### src/rtl/adc_trig_pkg.sv
package adc_trig_pkg;
  localparam int RES_W  = 10;
  localparam int BYTE_W = 8;
  localparam int SEL_W  = 4;
  localparam int NUM_SRC = 8;

  typedef enum logic [1:0] {
    SRC_FREE  = 2'd0,
    SRC_FLAG  = 2'd1,
    SRC_EVENT = 2'd2,
    SRC_NONE  = 2'd3
  } src_kind_e;
endpackage

### src/rtl/adc_src_decode.sv
module adc_src_decode
  import adc_trig_pkg::*;
#(
  parameter int SW = SEL_W,
  parameter int NS = NUM_SRC,
  parameter logic [NS-1:0] EVENT_MASK = 8'b0011_0000
) (
  input  logic [SW-1:0] sel,
  input  logic [NS-1:0] src,
  input  logic [NS-1:0] src_prev,
  output src_kind_e     kind,
  output logic          lvl,
  output logic          rise
);
  logic [NS-1:0] hit;

  for (genvar g = 0; g < NS; g++) begin : g_hit
    assign hit[g] = (sel == SW'(g + 1));
  end

  always_comb begin
    lvl  = |(hit & src);
    rise = |(hit & src & ~src_prev);
    if (sel == '0)                kind = SRC_FREE;
    else if (|(hit & EVENT_MASK)) kind = SRC_EVENT;
    else if (|hit)                kind = SRC_FLAG;
    else                          kind = SRC_NONE;
  end
endmodule

### src/rtl/adc_start_ctl.sv
module adc_start_ctl
  import adc_trig_pkg::*;
(
  input  logic      clk,
  input  logic      rst_n,
  input  logic      auto_en,
  input  src_kind_e kind,
  input  logic      lvl,
  input  logic      rise,
  input  logic      conv_done,
  output logic      conv_start
);
  logic busy_q, busy_d;
  logic flag_q, flag_d;
  logic req;

  always_comb begin
    unique case (kind)
      SRC_FREE:  req = 1'b1;
      SRC_FLAG:  req = flag_q;
      SRC_EVENT: req = lvl;
      default:   req = 1'b0;
    endcase
    conv_start = auto_en & ~busy_q & req;
    if (!auto_en) flag_d = 1'b0;
    else          flag_d = (flag_q & ~conv_start) | ((kind == SRC_FLAG) & rise);
    if (conv_start)     busy_d = 1'b1;
    else if (conv_done) busy_d = 1'b0;
    else                busy_d = busy_q;
  end

  always_ff @(posedge clk or negedge rst_n) begin
    if (!rst_n) begin
      busy_q <= 1'b0;
      flag_q <= 1'b0;
    end else begin
      busy_q <= busy_d;
      flag_q <= flag_d;
    end
  end

  // a start is followed by a cycle without a start
  a_r11_no_back_to_back: assert property (@(posedge clk) disable iff (!rst_n)
    conv_start |=> !conv_start);

  // an edge seen while idle and not starting leads to a start next cycle
  a_r7_edge_starts: assert property (@(posedge clk) disable iff (!rst_n)
    (auto_en && kind == SRC_FLAG && rise && !busy_q && !conv_start)
      |=> (conv_start || !auto_en || kind != SRC_FLAG));
endmodule

### src/rtl/adc_result_hold.sv
module adc_result_hold
  import adc_trig_pkg::*;
#(
  parameter int RW = RES_W,
  parameter int BW = BYTE_W
) (
  input  logic          clk,
  input  logic          rst_n,
  input  logic          left_adj,
  input  logic          rd_lo,
  input  logic          rd_hi,
  input  logic          conv_done,
  input  logic [RW-1:0] conv_data,
  output logic [BW-1:0] res_lo,
  output logic [BW-1:0] res_hi
);
  localparam int PAD = 2 * BW - RW;

  logic          lock_q, lock_d;
  logic [RW-1:0] res_q, res_d;
  logic          cap_en;
  logic [2*BW-1:0] word;

  always_comb begin
    cap_en = conv_done & ~lock_q;
    res_d  = cap_en ? conv_data : res_q;
    if (rd_hi)      lock_d = 1'b0;
    else if (rd_lo) lock_d = 1'b1;
    else            lock_d = lock_q;
    if (left_adj) word = {res_q, {PAD{1'b0}}};
    else          word = {{PAD{1'b0}}, res_q};
  end

  assign res_hi = word[2*BW-1:BW];
  assign res_lo = word[BW-1:0];

  always_ff @(posedge clk or negedge rst_n) begin
    if (!rst_n) begin
      lock_q <= 1'b0;
      res_q  <= '0;
    end else begin
      lock_q <= lock_d;
      if (cap_en) res_q <= res_d;
    end
  end

  // while locked the held value does not move
  a_r4_frozen_pair: assert property (@(posedge clk) disable iff (!rst_n)
    lock_q |=> $stable(res_q));

  // an unlocked completion is visible in the next cycle
  a_r5_capture_open: assert property (@(posedge clk) disable iff (!rst_n)
    (!lock_q && conv_done) |=> (res_q == $past(conv_data)));
endmodule

### src/rtl/adc_trig_result.sv
module adc_trig_result
  import adc_trig_pkg::*;
(
  input  logic              clk,
  input  logic              rst_n,
  input  logic              auto_en,
  input  logic [SEL_W-1:0]  trig_sel,
  input  logic [NUM_SRC-1:0] trig_in,
  input  logic              left_adj,
  output logic              conv_start,
  input  logic              conv_done,
  input  logic [RES_W-1:0]  conv_data,
  input  logic              rd_lo,
  input  logic              rd_hi,
  output logic [BYTE_W-1:0] res_lo,
  output logic [BYTE_W-1:0] res_hi
);
  localparam int SYNC_STAGES = 2;

  logic [SYNC_STAGES-1:0] rst_sync_q;
  logic                   rst_int_n;
  logic [NUM_SRC-1:0]     src_prev_q;
  src_kind_e              kind;
  logic                   lvl, rise;

  always_ff @(posedge clk or negedge rst_n) begin
    if (!rst_n) rst_sync_q <= '0;
    else        rst_sync_q <= {rst_sync_q[SYNC_STAGES-2:0], 1'b1};
  end
  assign rst_int_n = rst_sync_q[SYNC_STAGES-1];

  always_ff @(posedge clk or negedge rst_int_n) begin
    if (!rst_int_n) src_prev_q <= '0;
    else            src_prev_q <= trig_in;
  end

  adc_src_decode #(.SW(SEL_W), .NS(NUM_SRC)) u_decode (
    .sel      (trig_sel),
    .src      (trig_in),
    .src_prev (src_prev_q),
    .kind     (kind),
    .lvl      (lvl),
    .rise     (rise)
  );

  adc_start_ctl u_start (
    .clk        (clk),
    .rst_n      (rst_int_n),
    .auto_en    (auto_en),
    .kind       (kind),
    .lvl        (lvl),
    .rise       (rise),
    .conv_done  (conv_done),
    .conv_start (conv_start)
  );

  adc_result_hold #(.RW(RES_W), .BW(BYTE_W)) u_hold (
    .clk       (clk),
    .rst_n     (rst_int_n),
    .left_adj  (left_adj),
    .rd_lo     (rd_lo),
    .rd_hi     (rd_hi),
    .conv_done (conv_done),
    .conv_data (conv_data),
    .res_lo    (res_lo),
    .res_hi    (res_hi)
  );

  // reserved codes never start a conversion
  a_r9_reserved_silent: assert property (@(posedge clk) disable iff (!rst_int_n)
    (trig_sel > SEL_W'(NUM_SRC)) |-> !conv_start);

  // disabled auto-trigger never starts a conversion
  a_r10_disabled_silent: assert property (@(posedge clk) disable iff (!rst_int_n)
    !auto_en |-> !conv_start);

  // free running restarts one cycle after a completion
  a_r6_free_restart: assert property (@(posedge clk) disable iff (!rst_int_n)
    (conv_done && auto_en && trig_sel == '0)
      |=> (conv_start || !auto_en || trig_sel != '0));

  // right alignment keeps the top of the high byte clear
  a_r2_right_zero: assert property (@(posedge clk) disable iff (!rst_int_n)
    !left_adj |-> (res_hi[BYTE_W-1:2] == '0));

  // left alignment keeps the bottom of the low byte clear
  a_r3_left_zero: assert property (@(posedge clk) disable iff (!rst_int_n)
    left_adj |-> (res_lo[5:0] == '0));
endmodule

### config.mk
export PLATFORM = sky130hd
export DESIGN_NAME = adc_trig_result
export DESIGN_NICKNAME = d
export VERILOG_FILES = /design/src/rtl/adc_trig_pkg.sv /design/src/rtl/adc_src_decode.sv /design/src/rtl/adc_start_ctl.sv /design/src/rtl/adc_result_hold.sv /design/src/rtl/adc_trig_result.sv
export SDC_FILE = /design/constraint.sdc
export NUM_CORES = 1
export LEC_CHECK = 0
export ABC_CLOCK_PERIOD_IN_PS = 3400
export CORE_AREA = 2 2 55 57
export CTS_CLUSTER_DIAMETER = 120
export DETAILED_ROUTE_END_ITERATION = 10
export DIE_AREA = 0 0 57 59
export PLACE_DENSITY = 0.86
export SYNTH_ARGS = -nofsm -noshare
export SYNTH_HDL_FRONTEND = slang
export SYNTH_SLANG_ARGS = --single-unit
### constraint.sdc
create_clock -name clk -period 3.4 [get_ports clk]
set_input_delay 0.34 -clock clk [delete_from_list [all_inputs] [get_ports clk]]
set_output_delay 0.34 -clock clk [all_outputs]
set_load 0.02 [all_outputs]
==> flow_summary.toml <==
[detailed_routing]
avgViaCountPerCell = 5.25
drtIter0Drc = 12
wire_per_inst_um = 13.9
num_vias = 935
finalWirelength_um = 2480
drc = 0
ant_nets = 0
first_pass_iters = 4

[power]
p_sw_share_pct = 26.1
seqPwrFrac_pct = 43.8
power_density_nw_per_um2 = 416
p_total_uw = 699
switchingPower_uw = 183
p_leak_nw = 0.673
p_int_uw = 516
combPwrFrac_pct = 27.2
vdd_drop_max_v = 0.000274
clockPowerShare_pct = 29.0

[floorplan]
initial_core_util_pct = 44.3
num_rows = 19
die_x_um = 57
die_h_um = 59
pin_count = 46
core_area_um2 = 2710
dieArea_um2 = 3360

[clock_network]
root_buffer = "clkbuf_4"
clkTransAtPathRegs_ns = 0.13
post_cts_buffers = 0
clockBufferDepth = 2
insertion_delay_ns = 0.31
h-tree-depth = 1
cts_resized = 0
hold_buffers = 0
cts_tree = "built"
clock-sinks = 22
cts_made_buffers = 3

[yosys]
synth_edf_count = 0
yosys_warnings = 0
yosys-top-cells-area = "dfrtp_1 46%, mux2_2 13%, buf_6 4.7%"
ys_types = 34
yosysTopAreaCell = "dfrtp_1"
yosysSeqAreaShare_pct = 45.9
synth_fp_nets = 134
synthCells = 105
synthArstFlopShare_pct = 100
synth_top_area_share_pct = 45.9
synth_seq_cells = 22
synth.avg_cell_area_um2 = 11.4
syn_area_um2 = 1200
synth_ff_type = "dfrtp_1"

[critical_path]
critPathArrivalTime_ns = 2.65
end_kind = "output pin"
path_max_fanout = 15
cpPeakStageDelay_ns = 0.79
crit_buf_inv = 2
cp_slowest_cell = "clkdlybuf4s50_1"
crit_type = "primary input to output pin"
cp_cell_sequence = "clkdlybuf4s50_1 -> nand2_1 -> a221oi_2 -> a211oi_1 -> a221oi_2 -> clkdlybuf4s50_1"
reg2reg_slack_ns = 1.92
cp_top_family = "buffers and inverters"
cp-start-kind = "primary input"
required_ns = 3.06

[outcome]
outcome = "completed"

[sta]
post-route-period-util_pct = 87.9
setup_viol = 0
maxSlewHeadroom_pct = 46.7
hold-worst-slack_ns = 0.166
max_slew.worst_pin.slew_ns = 0.800
period_needed_ns = 2.99
hold_viol = 0
finalMaxSlewViolations = 0
clock.fmax_ghz = 0.335
finClkSkew_ns = 0.00318
setup_tns_ns = 0
rsz0062_at_grt = "no"

[placement]
hpwlAfterDp_um = 1900
io_buffers = 45
dp.cells = 174
place.gp.congestion = 0.765

[global_route]
grt_pass1_vias = 964
grt_max_degree = 21
grt_pass1_wl_um = 4110
antenna_found_initial = 0
grt_usage_pct = 15.5
grt_overflow = 0

[finish]
final_util_pct = 61.9
finalNetCount = 177
syn2layout_area_growth_pct = 39.8
fillers = 235
final_layout_size_suffix_gt1_share_pct = 16.3
instances_no_fill = 178
n_antenna_cell = 0

[hold_path]
min_path_type = "primary input to asynchronous set/reset pin"

[job]
cap_violations = 0
final cells by class:
type	count	area (um2)	share of cell area (%)
multi-input cells	73	574	34.2
inverters	3	11.3	0.671
clock buffers	3	22.5	1.34
clock inverters	1	30.0	1.79
flip-flops and latches	22	551	32.8
well taps	31	38.8	2.31
repair buffers	45	450	26.8
cell usage in the layout (no fill, tap or decap), types with 2 or more instances in the layout:
master and count:
clkdlybuf4s50_1 45, dfrtp_1 22, mux2_2 14, nor2b_1 8, and2_1 6, nand2b_1 4
nand2_1 4, inv_1 3, o21ai_0 3, nand3b_1 3, a21o_1 3, clkbuf_4 3
nand3_1 2, a221oi_2 2, nor3_1 2, a211oi_2 2, nor4bb_1 2, nor2_1 2
kinds of logic (layout without fill, tap and decap cells):
| kind of cell | after synthesis | in the layout | share of synthesized area [%] |
|---|---|---|---|
| xor gates and xnor gates | 1 | 1 | 0.730 |
| muxes | 15 | 15 | 14.0 |
| and+or+nand+nor | 39 | 39 | 21.2 |
| other | 1 | 1 | 0.313 |
| AOI/OAI and AO/OA | 17 | 17 | 11.7 |
| buffers and inverters | 10 | 52 | 6.26 |
| DFF | 22 | 22 | 45.9 |
worst register-to-register path: cells and delay by family, from the launching register on:
kind	cells	cell delay [ns]
flip-flops	1	0.43
buffers and inverters	1	0.10
AO/OA/AOI/OAI	4	0.85
worst paths after layout:
check | from | to | cells after the start
min reg2reg | rst_sync_q[1] | u_hold.res_q[1] | 0
max reg2reg | u_start.flag_q | u_start.flag_q | 5
max | trig_sel[2] | conv_start | 6
max in group asynchronous | rst_sync_q[1] | src_prev_q[6] | 0
min | rst_n | rst_sync_q[1] | 1
min in group clk | rst_sync_q[0] | rst_sync_q[1] | 0
cells in the mapped netlist (all sizes together) (3+ instances only):
master / instances
nor2: 3
inv: 3
nand3b: 4
o21ai: 4
a21o: 3
a211oi: 3
and2: 6
nor2b: 8
mux2: 14
dfrtp: 22
buf: 5
nand2: 4
nand2b: 4
per-stage QoR:
stage	setup slack (ns)	area (um2)
2_1_floorplan	1.68	1200
3_3_place_gp	0.497	1630
3_5_place_dp	0.442	1630
4_1_cts	0.411	1680
5_1_grt	0.239	1680
6_report	0.411	1680
per-layer routing:
| layer | share of wire, % | track usage, % |
|---|---|---|
| met1 | 40 | 17.3 |
| met2 | 55 | 30.0 |
| met3 | 3.9 | 2.40 |
| met4 | 1.1 | 4.98 |
| met5 | 0 | 0 |
sequential cells by signal, summed over array words and instances (netlist names):
name and count:
u_start.busy_q 1, src_prev_q 7, u_hold.lock_q 1, rst_sync_q 2, u_hold.res_q 10, u_start.flag_q 1
power groups by stage:
stage,Sequential (mW),Clock [mW],Combinational [mW]
3_5_place_dp,0.312,0,0.191
6_report,0.306,0.203,0.190
5_1_grt,0.311,0.217,0.203
2_1_floorplan,0.306,0,0.108
3_3_place_gp,0.310,0,0.188
4_1_cts,0.307,0.205,0.192
Note: power is estimated with default switching activity, not from simulation.
